`src/rtl/arb_pkg.sv`:
```
package arb_pkg;

  typedef enum logic {
    POL_DYNAMIC = 1'b0,
    POL_FIXED   = 1'b1
  } arb_policy_e;

  // Width of a master index, at least one bit.
  function automatic int idx_w(input int n);
    return (n > 1) ? $clog2(n) : 1;
  endfunction

  // Width of config data: two control bits or one index, whichever is wider.
  function automatic int cfg_w(input int n);
    return (idx_w(n) < 2) ? 2 : idx_w(n);
  endfunction

endpackage

```
`src/rtl/arb_prio_table.sv`:
```
module arb_prio_table
  import arb_pkg::*;
#(
  parameter int N = 4
) (
  input  logic                           clk,
  input  logic                           rst,
  input  logic                           cfg_we,
  input  logic [idx_w(N):0]              cfg_addr,
  input  logic [cfg_w(N)-1:0]            cfg_wdata,
  output arb_policy_e                    policy,
  output logic                           park_en,
  output logic [N-1:0][idx_w(N)-1:0]     slot,
  output logic [N-1:0]                   covered
);
  localparam int IW = idx_w(N);
  localparam int AW = IW + 1;

  always_ff @(posedge clk) begin
    if (rst) begin
      policy  <= POL_DYNAMIC;
      park_en <= 1'b0;
      for (int i = 0; i < N; i++) slot[i] <= IW'(i);
    end else if (cfg_we) begin
      if (cfg_addr == '0) begin
        policy  <= arb_policy_e'(cfg_wdata[0]);
        park_en <= cfg_wdata[1];
      end
      for (int k = 0; k < N; k++)
        if (cfg_addr == AW'(k + 1)) slot[k] <= cfg_wdata[IW-1:0];
    end
  end

  // A master is covered when at least one slot names it.
  always_comb begin
    covered = '0;
    for (int m = 0; m < N; m++)
      for (int k = 0; k < N; k++)
        if (slot[k] == IW'(m)) covered[m] = 1'b1;
  end

endmodule

```
`src/rtl/arb_lru_order.sv`:
```
module arb_lru_order
  import arb_pkg::*;
#(
  parameter int N = 4
) (
  input  logic                       clk,
  input  logic                       rst,
  input  logic                       touch,
  input  logic [idx_w(N)-1:0]        touch_idx,
  output logic [N-1:0][idx_w(N)-1:0] order_nxt
);
  localparam int IW = idx_w(N);

  logic [N-1:0][IW-1:0] order_q;

  // Remove touch_idx from its place, close the gap, append it at the tail.
  always_comb begin
    logic seen;
    seen      = 1'b0;
    order_nxt = order_q;
    if (touch) begin
      for (int i = 0; i < N - 1; i++) begin
        if (order_q[i] == touch_idx) seen = 1'b1;
        if (seen) order_nxt[i] = order_q[i+1];
      end
      order_nxt[N-1] = touch_idx;
    end
  end

  always_ff @(posedge clk) begin
    if (rst) begin
      for (int i = 0; i < N; i++) order_q[i] <= IW'(i);
    end else begin
      order_q <= order_nxt;
    end
  end

  logic [N-1:0] present;
  always_comb begin
    present = '0;
    for (int i = 0; i < N; i++)
      for (int m = 0; m < N; m++)
        if (order_q[i] == IW'(m)) present[m] = 1'b1;
  end

  // the order list always holds every master exactly once
  a_r3_order_perm: assert property (@(posedge clk) disable iff (rst)
    $countones(present) == N);

  // a completed owner sits at the tail afterwards
  a_r3_tail: assert property (@(posedge clk) disable iff (rst)
    touch |=> order_q[N-1] == $past(touch_idx));

endmodule

```
`src/rtl/arb_pick.sv`:
```
module arb_pick
  import arb_pkg::*;
#(
  parameter int N = 4
) (
  input  logic [N-1:0]               req,
  input  arb_policy_e                policy,
  input  logic [N-1:0][idx_w(N)-1:0] dyn_order,
  input  logic [N-1:0][idx_w(N)-1:0] slot,
  output logic                       found,
  output logic [idx_w(N)-1:0]        win
);
  localparam int IW = idx_w(N);

  logic [N-1:0][IW-1:0] rank;

  // The policy picks which ordered list is walked; both are head-first.
  generate
    for (genvar g = 0; g < N; g++) begin : g_rank
      assign rank[g] = (policy == POL_FIXED) ? slot[g] : dyn_order[g];
    end
  endgenerate

  // Walk tail to head so the entry nearest the head overrides.
  always_comb begin
    found = 1'b0;
    win   = '0;
    for (int i = N - 1; i >= 0; i--) begin
      if (req[rank[i]]) begin
        found = 1'b1;
        win   = rank[i];
      end
    end
  end

endmodule

```
`src/rtl/mbus_arbiter.sv`:
```
module mbus_arbiter
  import arb_pkg::*;
#(
  parameter int N_MASTERS  = 4,
  parameter bit COMB_GRANT = 1'b0
) (
  input  logic                          clk,
  input  logic                          rst,
  input  logic [N_MASTERS-1:0]          bus_req,
  input  logic [N_MASTERS-1:0]          bus_lock,
  input  logic                          xfer_done,
  input  logic                          cfg_we,
  input  logic [idx_w(N_MASTERS):0]     cfg_addr,
  input  logic [cfg_w(N_MASTERS)-1:0]   cfg_wdata,
  output logic [N_MASTERS-1:0]          bus_grant,
  output logic                          slot_err
);
  localparam int N  = N_MASTERS;
  localparam int IW = idx_w(N);
  localparam logic [N-1:0] ONE = {{(N-1){1'b0}}, 1'b1};

  arb_policy_e          policy;
  logic                 park_en;
  logic [N-1:0][IW-1:0] slot;
  logic [N-1:0]         covered;
  logic [N-1:0][IW-1:0] order_nxt;
  logic                 win_found;
  logic [IW-1:0]        win_idx;

  // Ownership state
  logic          own_v;
  logic          parked;
  logic [IW-1:0] own_idx;
  logic          nx_v;
  logic          nx_park;
  logic [IW-1:0] nx_idx;
  logic          slot_err_q;

  logic active, touch, arb_open, keep_lock;
  assign active    = own_v && !parked;
  assign touch     = active && xfer_done;
  assign arb_open  = !own_v || parked || xfer_done;
  assign keep_lock = touch && bus_lock[own_idx];

  arb_prio_table #(.N(N)) u_table (
    .clk(clk), .rst(rst), .cfg_we(cfg_we), .cfg_addr(cfg_addr),
    .cfg_wdata(cfg_wdata), .policy(policy), .park_en(park_en),
    .slot(slot), .covered(covered)
  );

  arb_lru_order #(.N(N)) u_order (
    .clk(clk), .rst(rst), .touch(touch), .touch_idx(own_idx),
    .order_nxt(order_nxt)
  );

  arb_pick #(.N(N)) u_pick (
    .req(bus_req), .policy(policy), .dyn_order(order_nxt), .slot(slot),
    .found(win_found), .win(win_idx)
  );

  always_comb begin
    nx_v    = own_v;
    nx_idx  = own_idx;
    nx_park = parked;
    if (arb_open && !keep_lock) begin
      if (win_found) begin
        nx_v    = 1'b1;
        nx_idx  = win_idx;
        nx_park = 1'b0;
      end else if (park_en && own_v) begin
        nx_park = 1'b1;
      end else begin
        nx_v    = 1'b0;
        nx_park = 1'b0;
      end
    end
  end

  always_ff @(posedge clk) begin
    if (rst) begin
      own_v      <= 1'b0;
      parked     <= 1'b0;
      own_idx    <= '0;
      slot_err_q <= 1'b0;
    end else begin
      own_v      <= nx_v;
      parked     <= nx_park;
      own_idx    <= nx_idx;
      slot_err_q <= (policy == POL_FIXED) && |(bus_req & ~covered);
    end
  end

  assign slot_err = slot_err_q;

  generate
    if (COMB_GRANT) begin : g_comb
      assign bus_grant = nx_v ? (ONE << nx_idx) : '0;
    end else begin : g_reg
      assign bus_grant = own_v ? (ONE << own_idx) : '0;
    end
  endgenerate

  // never more than one grant
  a_r5_onehot: assert property (@(posedge clk) disable iff (rst)
    $onehot0(bus_grant));

  // a transfer in progress keeps its owner
  a_r5_hold: assert property (@(posedge clk) disable iff (rst)
    active && !xfer_done |=> own_v && !parked && own_idx == $past(own_idx));

  // lock held at completion keeps the owner
  a_r7_lock: assert property (@(posedge clk) disable iff (rst)
    active && xfer_done && bus_lock[own_idx] |=> active && own_idx == $past(own_idx));

  // a parked owner stays parked while nobody requests
  a_r8_park: assert property (@(posedge clk) disable iff (rst)
    parked && park_en && bus_req == '0 |=> parked && $stable(own_idx));

  // the selector only ever names a requesting master
  a_r2_win_req: assert property (@(posedge clk) disable iff (rst)
    win_found |-> bus_req[win_idx]);

  // in fixed mode the selector never names an unslotted master
  a_r9_covered: assert property (@(posedge clk) disable iff (rst)
    win_found && policy == POL_FIXED |-> covered[win_idx]);

endmodule

```
`config.mk`:
```
export PLATFORM = sky130hd
export DESIGN_NAME = mbus_arbiter
export DESIGN_NICKNAME = d
export VERILOG_FILES = /design/src/rtl/arb_pkg.sv /design/src/rtl/arb_prio_table.sv /design/src/rtl/arb_lru_order.sv /design/src/rtl/arb_pick.sv /design/src/rtl/mbus_arbiter.sv
export SDC_FILE = /design/constraint.sdc
export NUM_CORES = 1
export LEC_CHECK = 0
export BUFFER_PORTS_ARGS = -buffer_cell sky130_fd_sc_hd__buf_2
export CORE_MARGIN = 2
export CORE_UTILIZATION = 60
export DETAILED_ROUTE_END_ITERATION = 8
export PLACE_DENSITY = 0.81
export SYNTH_ARGS = -nofsm -noshare
export SYNTH_HDL_FRONTEND = slang
export SYNTH_HIERARCHICAL = 1
export SYNTH_SLANG_ARGS = --single-unit
```
`constraint.sdc`:
```
create_clock -name clk -period 4.9 [get_ports clk]
set_input_delay 0.49 -clock clk [delete_from_list [all_inputs] [get_ports clk]]
set_output_delay 0.49 -clock clk [all_outputs]
set_load 0.02 [all_outputs]
```
[Word-level counts from Yosys, hierarchy flattened]
Cells that the tools add are included.
Word-level totals
  register bits: 23
  logic and storage cells: 119
Operators by class
  magnitude comparators: 5
  equal/unequal tests: 20
  shift-type cells: 1
  multiplexer cells: 53
  bitwise gates (word level): 2
  reduce and logical (&&, ||, !) cells: 24
Operator list (count)
  $mux 1: 35
  $mux 2: 11
  $eq 2x2->1 const B: 8
  $lt 2x3->1 const B: 5
  $reduce_and 2->1: 7
  $bmux 1 s2: 5
  $eq 2x1->1 const B: 4
  $logic_not 2->1: 4
  $mux 8: 1
  $eq 2x2->1: 3
  $eq 3x2->1 const B: 2
  $logic_and 1x1->1: 6
  $and 4x4->4: 1
  $mux 4: 1
  $not 4->4: 1
  $reduce_or 4->1: 1
  $shl 1x2->4 const A: 1
  $eq 3x1->1 const B: 1
  $eq 3x3->1 const B: 1
  $logic_not 1->1: 3
  $logic_not 3->1: 1
  $logic_or 1x1->1: 2
  $ne 2x1->1 const B: 1

[Logic depth before layout (Yosys ltp)]
  depth after elaboration: 19
  depth in mapped cells: 14
  depth with buffers taken out: 13

[Modules after synthesis]
Netlist, hierarchy kept.
By module, submodules not included
  arb_prio_table: times used 1, cells an instance 54, area an instance 533.0 um2, seq. area each 200.2 um2
  arb_lru_order: times used 1, cells an instance 45, area an instance 435.4 um2, seq. area each 160.2 um2
  arb_pick: times used 1, cells an instance 40, area an instance 369.1 um2, seq. area each 0.0 um2
  mbus_arbiter: times used 1, cells an instance 38, area an instance 329.1 um2, seq. area each 100.1 um2

[Worst setup path after synthesis]
Ideal clock, no wire load.
  kind: flip-flop to flip-flop
  start point: reg parked
  end point: reg own_idx[0]
  arrival: 3175 ps
  path slack: 1655 ps
  stages on the path, launching flop included: 14
  clock period less this slack: 3245 ps
  cells stage by stage: dfxtp_1 > and2b_2 > and2_1 > and3_1 > buf_6 > nor3_2 > mux2_1 > mux2i_1 > mux2_2 > a21o_1 > or4_1 > inv_1 > o21ai_0 > a21oi_1
RTL lines
  from (decl): RTL line mbus_arbiter.sv:32  | logic parked;
  from (signal assigned): RTL line mbus_arbiter.sv:87  | parked <= nx_park;
  to (signal assigned): RTL line mbus_arbiter.sv:88  | own_idx <= nx_idx;
  to (decl): RTL line mbus_arbiter.sv:33  | logic [IW-1:0] own_idx;

==> load_flow_metrics.sql <==
INSERT INTO impl_metrics (metric_group, metric, value, unit) VALUES
('grt', 'final_global_route_overflow_total', '0', ''),
('worst_hold_path', 'hold_path_class', 'in -> reg', ''),
('synth', 'library_cell_with_the_highest_instance_count_after_synthesis', 'sky130_fd_sc_hd__mux2i_1', ''),
('synth', 'synth.top_cells.by_count', '29 x sky130_fd_sc_hd__mux2i_1, 23 x sky130_fd_sc_hd__dfxtp_1, 12 x sky130_fd_sc_hd__nand2b_1', ''),
('setup_path', 'regToRegEndpoint', 'own_idx[0]$_SDFFE_PP0P_', ''),
('sta', 'layout_min_cycle_time', '3.53', 'ns'),
('synth', 'proportion_of_register_bits_with_asynchronous_set_or_reset_after_synthesis', '0', ''),
('layout', 'regArea', '460', 'sq um'),
('floorplan', 'placement_rows', '19', ''),
('setup_path', 'capturing_element_type_of_the_critical_path', 'register', ''),
('clock_network', 'clock_insertion_delay_worst_skew', '0.31', 'ns'),
('synth', 'synth_seq_area_share', '0.276', ''),
('floorplan', 'die_x', '56.7', 'um'),
('power', 'post-layout-total-power', '0.726', 'mW'),
('grt', 'grt_max_degree', '30', ''),
('setup_path', 'worst-path-max-fanout', '7', ''),
('worst_hold_path', 'worstHoldStart', 'cfg_wdata[0]', ''),
('layout', 'multi_input_area', '1160', 'sq um'),
('layout', 'design.final.nets', '217', ''),
('route', 'detail-route-antenna-nets', '0', ''),
('flow_run', 'max_cap_viol', '0', ''),
('clock_network', 'cts_setup_buffers', '0', ''),
('sta', 'fin_skew', '0.00636', 'ns'),
('place', 'gpl.final_weighted_congestion', '0.918', ''),
('route', 'drt_iter0_markers', '63', ''),
('sta', 'relSlewSlack', '0.534', ''),
('sta', 'timing_max_transition_violations_final', '0', ''),
('grt', 'grt_pass1_vias', '1396', ''),
('grt', 'wire_length_of_the_first_global_routing_pass', '6.17', 'mm'),
('setup_path', 'crit_path_top_delay_cell', 'sky130_fd_sc_hd__or4_1', ''),
('grt', 'track_usage', '0.245', ''),
('power', 'irDropWorstVdd', '0.299', 'mV'),
('synth', 'synth_fp_nets', '194', ''),
('floorplan', 'floorplan_core_area', '2690', 'sq um'),
('place', 'dp.final_hpwl', '2.81', 'mm'),
('setup_path', 'worst_setup_path_start_kind', 'register', ''),
('sta', 'rsz0062_at_grt', 'false', ''),
('layout', 'diode_insertion_count_for_antenna_repair', '0', ''),
('power', 'power.density_cell_area', '400', 'nW/um^2'),
('sta', 'tns', '0', 'ns'),
('worst_hold_path', 'hold_path_depth', '3', ''),
('synth', 'synth_top_cell_by_area', 'sky130_fd_sc_hd__dfxtp_1', ''),
('layout', 'drive_above_1_share', '0.241', ''),
('sta', 'number_of_endpoints_failing_setup_at_the_final_stage', '0', ''),
('place', 'dpl.cell_count', '226', ''),
('sta', 'slew_of_the_pin_with_the_lowest_slew_margin', '0.698', 'ns'),
('place', 'place.port_buffers', '21', ''),
('layout', 'stdcell_count', '230', ''),
('sta', 'min_period_over_period', '0.720', ''),
('synth', 'cell_count_after_synthesis', '177', ''),
('setup_path', 'r2r_slack', '1.37', 'ns'),
('clock_network', 'clk_transition_reported_paths', '0.13', 'ns'),
('setup_path', 'worstPathBufferInverterCount', '1', ''),
('route', 'wire_per_inst', '15.7', 'um'),
('floorplan', 'die-area', '3220', 'sq um'),
('synth', 'number_of_distinct_library_cells_after_synthesis', '51', ''),
('setup_path', 'reg2reg_depth', '12', ''),
('sta', 'finalHoldViolations', '0', ''),
('status', 'outcome', 'complete, no violations', ''),
('clock_network', 'cts_hold_buffers', '0', ''),
('clock_network', 'clock_tree_from_tritoncts', 'built', ''),
('synth', 'number_of_enable_flip_flop_cells_after_synthesis', '0', ''),
('sta', 'max_freq', '283', 'MHz'),
('route', 'dr_total_vias', '1430', ''),
('setup_path', 'timing.critical_path.cells', 'and2b_2 -> and2_1 -> and3_1 -> nor3_2 -> mux2_1 -> mux2i_1 -> mux2_2 -> a21o_1 -> or4_1 -> inv_1 -> o21ai_0 -> a21oi_1', ''),
('clock_network', 'cts_sinks', '23', ''),
('route', 'wirelength', '3.61', 'mm'),
('setup_path', 'critPathKind', 'reg -> reg', ''),
('synth', 'synth.top_cells.by_area', 'sky130_fd_sc_hd__dfxtp_1 28%, sky130_fd_sc_hd__mux2i_1 17%, sky130_fd_sc_hd__mux2_2 4.7%', ''),
('setup_path', 'arrival', '3.78', 'ns'),
('floorplan', 'floorplan.die.height', '56.7', 'um');
==> cell type report <==
class / count / area share
timing repair buffer: 21 / 0.0579
multi-input combinational: 145 / 0.640
clock buffer: 3 / 0.0124
clock inverter: 1 / 0.00276
inverter: 6 / 0.0124
tap: 31 / 0.0214
sequential: 23 / 0.254
==> power by group <==
part	internal, mW	total (mW)	switching [mW]	leakage [nW]
Sequential	0.213	0.254	0.0411	0.188
Combinational	0.194	0.385	0.191	0.555
Clock	0.0305	0.0877	0.0573	0.0177
Total	0.437	0.726	0.289	0.761
==> metal layers <==
layer,track usage,part of all wire,vias up
li1,-,-,705
met1,0.299,0.43,677
met2,0.432,0.52,39
met3,0.0300,0.039,9
met4,0.0986,0.015,0
met5,0,0,-
==> worst reg2reg max path: stages (launching register included) <==
cell,delay (ns)
sky130_fd_sc_hd__dfxtp_1,0.39
sky130_fd_sc_hd__and2b_2,0.25
sky130_fd_sc_hd__and2_1,0.23
sky130_fd_sc_hd__and3_1,0.24
sky130_fd_sc_hd__nor3_2,0.26
sky130_fd_sc_hd__mux2_1,0.34
sky130_fd_sc_hd__mux2i_1,0.37
sky130_fd_sc_hd__mux2_2,0.41
sky130_fd_sc_hd__a21o_1,0.17
sky130_fd_sc_hd__or4_1,0.45
sky130_fd_sc_hd__inv_1,0.13
sky130_fd_sc_hd__o21ai_0,0.09
sky130_fd_sc_hd__a21oi_1,0.14
==> registers in the layout (all words and copies together), names as in the netlist <==
signal,flops
own_idx,2
own_v,1
parked,1
slot_err,1
u_order/order_q,8
u_table/park_en,1
u_table/policy,1
u_table/slot,8
==> worst max-delay path by stage <==
stage                                          to  cells after the start
after floorplan           own_idx[0]$_SDFFE_PP0P_                     13
after global placement    own_idx[0]$_SDFFE_PP0P_                     12
after CTS                 own_idx[0]$_SDFFE_PP0P_                     12
after detailed placement  own_idx[0]$_SDFFE_PP0P_                     12
final                     own_idx[0]$_SDFFE_PP0P_                     12
after global routing      own_idx[0]$_SDFFE_PP0P_                     12
==> kinds of logic (layout without fill, tap and decap cells) <==
family                 after synthesis  in the layout  share of synthesized area
AND/OR/NAND/NOR                     66             66                      0.252
flip-flops                          23             23                      0.276
multiplexers                        42             42                      0.280
XOR/XNOR                             6              6                     0.0315
AO/OA/AOI/OAI                       31             31                      0.133
buffers and inverters                9             31                     0.0270
==> through the flow <==
step	cell area, sq um	util	hold WS [ns]	setup WS, ns
after floorplan	1670	-	0.453	1.66
after global placement	1790	0.666	0.475	1.48
after detailed placement	1790	0.666	0.479	1.39
after CTS	1820	0.676	0.464	1.39
after global routing	1820	0.676	0.483	1.08
final	1820	0.676	0.476	1.37
==> cells in the final DEF (no fill, tap or decap), drive strengths merged, types with 2 or more instances in the layout <==
cell type and count:
nand2 9, xnor2 6, a22oi 2, a21oi 6, o31ai 2, o21ai 3
nand3 4, and3 4, nor2b 6, nor2 11, inv 6, nand4bb 2
or2b 2, dfxtp 23, mux2i 29, mux2 11, or2 2, nor3b 2
o22ai 6, or4b 2, clkbuf 3, a22o 3, mux4 2, buf 21
nand2b 13
No activity file was read; power rests on OpenSTA's default activity.
